==> src/rtl/npc_pkg.sv <==
package npc_pkg;
    localparam int XLEN   = 32;
    localparam int OP_W   = 6;
    localparam int FN_W   = 6;
    localparam int IMM_W  = 16;
    localparam int IDX_W  = 26;
    localparam int REG_W  = 5;
    localparam int HI_W   = XLEN - IDX_W - 2;

    localparam logic [OP_W-1:0]  OPC_RTYPE = 6'h00;
    localparam logic [OP_W-1:0]  OPC_JUMP  = 6'h02;
    localparam logic [OP_W-1:0]  OPC_JLINK = 6'h03;
    localparam logic [OP_W-1:0]  OPC_BREQ  = 6'h04;
    localparam logic [OP_W-1:0]  OPC_BRNE  = 6'h05;
    localparam logic [FN_W-1:0]  FN_JREG   = 6'h08;
    localparam logic [REG_W-1:0] LINK_REG  = 5'd31;
    localparam logic [XLEN-1:0]  STEP_SIZE = 32'd4;

    typedef enum logic [2:0] {
        FLOW_SEQ,
        FLOW_BR_EQ,
        FLOW_BR_NE,
        FLOW_JUMP,
        FLOW_JLINK,
        FLOW_JREG
    } flow_e;

    typedef struct packed {
        flow_e             kind;
        logic [IMM_W-1:0]  offset;
        logic [IDX_W-1:0]  index;
    } dec_t;

    typedef struct packed {
        logic [XLEN-1:0] seq;
        logic [XLEN-1:0] branch;
        logic [XLEN-1:0] jump;
    } tgt_t;

    function automatic flow_e classify(input logic [OP_W-1:0] op,
                                       input logic [FN_W-1:0] fn);
        flow_e k;
        unique case (op)
            OPC_BREQ:  k = FLOW_BR_EQ;
            OPC_BRNE:  k = FLOW_BR_NE;
            OPC_JUMP:  k = FLOW_JUMP;
            OPC_JLINK: k = FLOW_JLINK;
            OPC_RTYPE: k = (fn == FN_JREG) ? FLOW_JREG : FLOW_SEQ;
            default:   k = FLOW_SEQ;
        endcase
        return k;
    endfunction

    function automatic logic [XLEN-1:0] scaled_offset(input logic [IMM_W-1:0] imm);
        logic [XLEN-1:0] wide;
        wide = {{(XLEN-IMM_W){imm[IMM_W-1]}}, imm};
        return wide << 2;
    endfunction
endpackage

==> src/rtl/npc_decode.sv <==
module npc_decode
    import npc_pkg::*;
(
    input  logic [XLEN-1:0] instr,
    output dec_t            dec
);
    logic [OP_W-1:0] op_f;
    logic [FN_W-1:0] fn_f;

    assign op_f = instr[XLEN-1 -: OP_W];
    assign fn_f = instr[FN_W-1:0];

    always_comb begin
        dec.kind   = classify(op_f, fn_f);
        dec.offset = instr[IMM_W-1:0];
        dec.index  = instr[IDX_W-1:0];
    end
endmodule

==> src/rtl/npc_target.sv <==
module npc_target
    import npc_pkg::*;
(
    input  logic [XLEN-1:0] pc,
    input  dec_t            dec,
    output tgt_t            tgt
);
    logic [XLEN-1:0] after_pc;

    assign after_pc = pc + STEP_SIZE;

    always_comb begin
        tgt.seq    = after_pc;
        tgt.branch = after_pc + scaled_offset(dec.offset);
        tgt.jump   = {after_pc[XLEN-1 -: HI_W], dec.index, 2'b00};
    end
endmodule

==> src/rtl/npc_select.sv <==
module npc_select
    import npc_pkg::*;
#(
    parameter logic [XLEN-1:0] RESET_PC = '0
) (
    input  logic             clk,
    input  logic             rst,
    input  logic             step,
    input  logic [XLEN-1:0]  pc,
    input  dec_t             dec,
    input  tgt_t             tgt,
    input  logic             regs_equal,
    input  logic [XLEN-1:0]  rs_value,
    output logic [XLEN-1:0]  next_pc,
    output logic             link_we,
    output logic [XLEN-1:0]  link_data
);
    logic [XLEN-1:0] chosen;
    logic            is_call;
    logic            started;

    always_comb begin
        unique case (dec.kind)
            FLOW_BR_EQ: chosen = regs_equal  ? tgt.branch : tgt.seq;
            FLOW_BR_NE: chosen = !regs_equal ? tgt.branch : tgt.seq;
            FLOW_JUMP,
            FLOW_JLINK: chosen = tgt.jump;
            FLOW_JREG:  chosen = rs_value;
            default:    chosen = tgt.seq;
        endcase
    end

    assign is_call = step && (dec.kind == FLOW_JLINK);

    always_ff @(posedge clk) begin
        if (rst) begin
            next_pc   <= RESET_PC;
            link_we   <= 1'b0;
            link_data <= '0;
            started   <= 1'b0;
        end else begin
            started <= 1'b1;
            link_we <= is_call;
            if (step)
                next_pc <= chosen;
            if (is_call)
                link_data <= tgt.seq;
        end
    end

    AST_LINK_SOURCE: assert property (@(posedge clk) disable iff (rst || !started)
        link_we |-> ($past(step) && $past(dec.kind) == FLOW_JLINK));
    AST_LINK_VALUE: assert property (@(posedge clk) disable iff (rst || !started)
        link_we |-> (link_data == $past(pc) + STEP_SIZE));
    AST_IDLE_HOLD: assert property (@(posedge clk) disable iff (rst || !started)
        !$past(step) |-> ($stable(next_pc) && !link_we));
    AST_JREG_LOAD: assert property (@(posedge clk) disable iff (rst || !started)
        ($past(step) && $past(dec.kind) == FLOW_JREG) |-> (next_pc == $past(rs_value)));
    AST_EQ_FALLTHRU: assert property (@(posedge clk) disable iff (rst || !started)
        ($past(step) && $past(dec.kind) == FLOW_BR_EQ && !$past(regs_equal))
            |-> (next_pc == $past(pc) + STEP_SIZE));
    AST_NE_FALLTHRU: assert property (@(posedge clk) disable iff (rst || !started)
        ($past(step) && $past(dec.kind) == FLOW_BR_NE && $past(regs_equal))
            |-> (next_pc == $past(pc) + STEP_SIZE));
    AST_JUMP_ALIGN: assert property (@(posedge clk) disable iff (rst || !started)
        ($past(step) && $past(dec.kind) == FLOW_JUMP) |-> (next_pc[1:0] == 2'b00));
endmodule

==> src/rtl/npc_unit.sv <==
module npc_unit
    import npc_pkg::*;
#(
    parameter logic [31:0] RESET_PC = 32'h0000_0000
) (
    input  logic        clk,
    input  logic        rst,
    input  logic        step,
    input  logic [31:0] pc,
    input  logic [31:0] instr,
    input  logic        regs_equal,
    input  logic [31:0] rs_value,
    output logic [31:0] next_pc,
    output logic        link_we,
    output logic [4:0]  link_idx,
    output logic [31:0] link_data
);
    dec_t dec;
    tgt_t tgt;

    npc_decode u_decode (
        .instr (instr),
        .dec   (dec)
    );

    npc_target u_target (
        .pc  (pc),
        .dec (dec),
        .tgt (tgt)
    );

    npc_select #(.RESET_PC(RESET_PC)) u_select (
        .clk        (clk),
        .rst        (rst),
        .step       (step),
        .pc         (pc),
        .dec        (dec),
        .tgt        (tgt),
        .regs_equal (regs_equal),
        .rs_value   (rs_value),
        .next_pc    (next_pc),
        .link_we    (link_we),
        .link_data  (link_data)
    );

    assign link_idx = LINK_REG;

    AST_RESET_STATE: assert property (@(posedge clk)
        $past(rst) |-> (next_pc == RESET_PC && !link_we));
endmodule

==> config.mk <==
export PLATFORM = sky130hd
export DESIGN_NAME = npc_unit
export DESIGN_NICKNAME = d
export VERILOG_FILES = /design/src/rtl/npc_pkg.sv /design/src/rtl/npc_decode.sv /design/src/rtl/npc_target.sv /design/src/rtl/npc_select.sv /design/src/rtl/npc_unit.sv
export SDC_FILE = /design/constraint.sdc
export NUM_CORES = 1
export LEC_CHECK = 0
export BUFFER_PORTS_ARGS = -buffer_cell sky130_fd_sc_hd__clkbuf_2
export CORE_ASPECT_RATIO = 1.5
export CORE_MARGIN = 10
export CORE_UTILIZATION = 52
export CTS_CLUSTER_SIZE = 25
export DETAILED_ROUTE_END_ITERATION = 7
export GPL_TIMING_DRIVEN = 0
export PLACE_DENSITY = 0.9
export RECOVER_POWER = 25
export SKIP_CTS_REPAIR_TIMING = 1
export SLEW_MARGIN = 10
export SYNTH_ARGS = -nofsm -noshare
export SYNTH_HDL_FRONTEND = slang
export SYNTH_SLANG_ARGS = --single-unit
==> constraint.sdc <==
create_clock -name clk -period 4.8 [get_ports clk]
set_input_delay 0.48 -clock clk [delete_from_list [all_inputs] [get_ports clk]]
set_output_delay 0.48 -clock clk [all_outputs]
set_load 0.05 [all_outputs]
* Word-level counts from Yosys, hierarchy flattened *
Index checks and enable logic that the tools add are counted.

storage, ports and cells
  logic and storage cells = 23
  flip-flop bits (word level) = 65
  ROM bits = 0
  RAM bits = 0
  latch bits = 0
  memories kept = 0
  output and inout bits = 70

operators by class
  reduce and logical (&&, ||, !) cells = 3
  equal/unequal tests = 10
  bitwise logic cells = 0
  $add $sub $neg = 2
  multipliers = 0
  div/mod/pow operators = 0
  shift operators = 0
  muxes and demuxes = 5
  $lt $le $gt $ge = 0

operator list
  cell                                                  number
  case mux 32 bit (4 select lines)                      1
  two-way mux 32 bit                                    2
  adder 32 x 3 -> 32 bit (second input constant)        1
  adder 32 bit                                          1
  case mux 3 bit (5 select lines)                       1
  equality test 6 x 2 -> 1 bit (second input constant)  2
  equality test 6 x 3 -> 1 bit (second input constant)  2
  equality test 3 x 2 -> 1 bit (second input constant)  2
  equality test 3 bit (second input constant)           2
  equality test 6 x 4 -> 1 bit (second input constant)  1
  zero test 6 bit                                       1
  equality test 3 x 1 -> 1 bit (second input constant)  1
  two-way mux 3 bit                                     1
  OR reduction 2 bit                                    1
  logical AND 1 bit                                     1

* Depth between registers and ports, before layout *
  depth in word-level cells = 6
  depth in mapped cells = 15

* By module *
A second synthesis with hierarchy kept.

second synthesis, totals
  cell total of the unflattened synthesis = 951
  area, all modules = 7,195.7 um2

modules (own cells, without submodules)
  module      cells each  instances  area each (um2)
  npc_select  541         1          4,251.6
  npc_target  351         1          2,499.9
  npc_decode  53          1          402.9
  npc_unit    6           1          41.3

* Worst setup path after synthesis *
OpenSTA, ideal clock, no wires.

  kind = input -> register
  start point = in pc[2]
  end point = reg u_select.next_pc[24]
  buffers on the path = 0
  slack = 1.248 ns
  required time = 4.721 ns
  arrival time = 3.473 ns
  stages on the path = 14
  cell sequence = ha_1 -> nand2_1 -> nor4_4 -> nand2_1 -> xnor2_1 -> ha_1 -> and3_4 -> and3b_1 -> or3_1 -> a41o_2 -> a31oi_4 -> nor3_2 -> or4_1 -> o211ai_1

RTL lines
  element               line              text
  from (decl)           npc_unit.sv:9     input logic [31:0] pc,
  to (signal assigned)  npc_select.sv:45  next_pc <= chosen;
  to (decl)             npc_select.sv:14  output logic [XLEN-1:0] next_pc,

==> metrics.md <==
| Metric | Value |
|---|---|
| Outcome | `completed` |
| R2r worst-path depth | `3` |
| Asr flop ratio synth | `0%` |
| Clock Sinks | `65` |
| Cell area after synthesis | `approximately 5300 µm²` |
| Setup slack after layout | `approximately 0.64 ns` |
| WL final | `approximately 20000 µm` |
| Area after DPL | `6220 µm²` |
| Mean post-synth cell area | `roughly 7 µm²` |
| Final Cycle Share | `86.7%` |
| CTS clk-pin slew, worst paths | `roughly 0.06 ns` |
| Setup tns final | `0 ns` |
| DRC Markers | `0` |
| Skew-Pair Late Insertion Delay | `between 0.3 and 0.4 ns` |
| Via count | `between 6000 and 7000` |
| Final Skew | `0 ns` |
| CTS tree | `done` |
| CP max FO | `8` |
| PwrDens | `278 nW/µm²` |
| Share of post-route cells with drive strength above 1 | `19.3%` |
| Synth area leader | `dfxtp_1` |
| Pre-CTS setup slack | `~0.43 ns` |
| Core Area | `between 9000 and 10000 µm²` |
| CTS root buffer | `clkbuf_16` |
| Iteration count of the initial detailed-routing pass | `7` |
| CTS Buffer Depth | `2` |
| GPL Wtd Cong | `between 0.9 and 1` |
| Number of global-route vias before repair | `slightly above 6000` |
| # fillers | `927` |
| Multi-input gate area | `roughly 3700 µm²` |
| P&R area growth vs syn | `23.4%` |
| Max_cap viols | `0` |
| Worst R2R Start | `u_select.next_pc[24]` |
| WS Path Type | `in2reg` |
| Seq/Total Area, Yosys | `around a quarter` |
| Main flop type after synthesis | `dfxtp_1` |
| Register bit total from synthesis | `65` |
| CTS H-Tree Depth | `3` |
| Slew Limit Headroom | `about a third` |
| Synth area leaders | `dfxtp_1 (25%), ha_1 (8.3%), nor2_1 (8.3%), nand2_1 (6.9%), xnor2_1 (6.3%)` |
| Minimum clock period | `roughly 4.2 ns` |
| Count of different cell masters after synthesis | `65` |
| All-Layer GR Usage | `a little over a quarter` |
| Initial antenna violation count | `0` |
| Register Area | `1300 µm²` |
| Global-route wire length before repair | `roughly 31000 µm` |
| Tightest Pin Transition | `between 0.9 and 1 ns` |
| EDFF count, synth | `0` |
| Worst path required time | `between 5 and 6 ns` |
| Site row count | `between 40 and 50` |
| CP Launch Type | `input port` |
| DP HPWL | `16200 µm` |
| Final setup fails | `0` |
| I/O pins | `170` |
| Max Fclk | `between 200 and 250 MHz` |
| Cts bufs inserted | `9` |
| Final Max Tran Viols | `0` |
| Initial core utilization | `53.6%` |
| Hold wc startpoint | `pc[0]` |
| DR WL/cell | `19.9 µm` |
| Remaining antenna violation count | `0` |
| Crit end category | `flip-flop` |
| Antenna diode count | `0` |
| Nets | `about 1000` |
| Chip width | `between 100 and 150 µm` |
| Initial DRC Count | `519` |
| Area share of the largest cell type after synthesis | `24.8%` |
| Largest net degree at the start of global routing | `19` |
| Hold WC Path Type | `in2reg` |
| Grt total ovfl | `0` |
| IO buf count | `163` |
| Leak | `roughly 2.8 nW` |
| Cell count after synthesis | `728` |
| Min-Delay Path Depth | `3` |
| Die area | `roughly 15000 µm²` |
| CP startpoint | `pc[2]` |
| Fin. Hold Viols | `0` |
| Worst vdd ir | `between 0.2 and 0.25 mV` |
| Overall Power | `approximately 0.0018 W` |
| Design area | `roughly 6500 µm²` |
| CP arrival | `around 4.4 ns` |
| Post-DR vias/cell | `between 6 and 7` |
| Die height | `143 µm` |
| Ys Warns | `0` |
| Unrepaired setup endpoints after global routing | `no` |
synth_stat cells, drive strengths merged, types with 3 or more instances:
master,count
nor2,116
nand2,97
dfxtp,65
nor3,56
a21oi,40
xnor2,39
ha,35
nand3,30
clkbuf,28
o21ai,26
inv,22
a221oi,19
a211oi,16
buf,16
nand4,12
xor2,11
and3,10
a21o,9
a221o,7
o211ai,7
or3,6
o21a,5
o31ai,5
a31oi,4
o21bai,4
o41ai,4
and4,3
nand2b,3
nor3b,3
nor4,3
o311ai,3
layout by cell type, fill, tap and decap left out, drive strengths merged, types with 22 or more instances in the layout:
cell and n:
nor3 56, nand2 97, dfxtp 65, o21ai 26, nor2 116, xnor2 39
ha 35, clkbuf 201, inv 22, a21oi 40, nand3 30
layer usage:
layer	wire [µm]	track usage, %	share of wire (%)	up-vias
li1	-	-	-	2968
met1	6990	27.4	34	2823
met2	10000	45.8	49	343
met3	1520	4.83	7.5	118
met4	1840	24.0	9.0	0
met5	0	0	0	-
report_power, final:
part | leakage (nW) | internal [W] | switching, W | total, W
clock network | 0.144 | 0.000412 | 0.000262 | 0.000674
logic | 2.10 | 0.000194 | 0.000359 | 0.000553
registers | 0.532 | 0.000562 | 0.0000113 | 0.000573
cell families (layout without fill, tap and decap cells):
family / Yosys count / after routing / synth area share, %
AND/OR/NAND/NOR: 348 / 348 / 30.7
AO/OA/AOI/OAI: 161 / 161 / 21.4
buffers and inverters: 66 / 244 / 5.65
flip-flops: 65 / 65 / 24.8
XOR/XNOR: 50 / 50 / 8.48
adder cells (fa/ha/maj): 36 / 36 / 8.72
other: 1 / 5 / 0.0714
multiplexers: 1 / 1 / 0.191
registers in the layout (all words and copies together), names as in the netlist:
name / flops
u_select.link_we: 1
u_select.link_data: 32
u_select.next_pc: 32
cell type report:
cell class                      count  area share, %
Clock inverter                      5          0.869
Buffer                             44           3.30
Timing Repair Buffer              163           12.0
Tap cell                          115           2.22
Sequential cell                    65           20.1
Multi-Input combinational cell    601           56.6
Clock buffer                       10           3.69
Inverter                           22           1.27
worst paths after layout:
kind                                         endpoint  slack [ns]
worst max register to register   u_select.next_pc[24]        3.68
worst max-delay path             u_select.next_pc[29]        0.64
worst min register to register  u_select.link_data[0]        0.46
worst min-delay path            u_select.link_data[0]        0.38
stage by stage:
| step | hold slack, ns | cells | util (%) |
|---|---|---|---|
| 2_1_floorplan | 0.576 | 732 | - |
| 3_3_place_gp | 0.441 | 1010 | 63.5 |
| 3_5_place_dp | 0.449 | 1010 | 63.5 |
| 4_1_cts | 0.379 | 1025 | 66.5 |
| 5_1_grt | 0.407 | 1025 | 66.1 |
| 6_report | 0.381 | 1025 | 66.1 |
worst max-delay path, cell delays in order:
cell and delay [ns]:
clkbuf_2 0.15, ha_1 0.24, nand2_1 0.15, nor4_4 0.52, nand2_1 0.13, xnor2_1 0.47, ha_1 0.39, a21oi_1 0.23
o21ai_1 0.10, a21oi_1 0.17, o221ai_1 0.19, a211oi_1 0.58, nor3b_1 0.16, o311ai_0 0.35, o21ai_1 0.09
No activity file was read; power rests on OpenSTA's default activity.
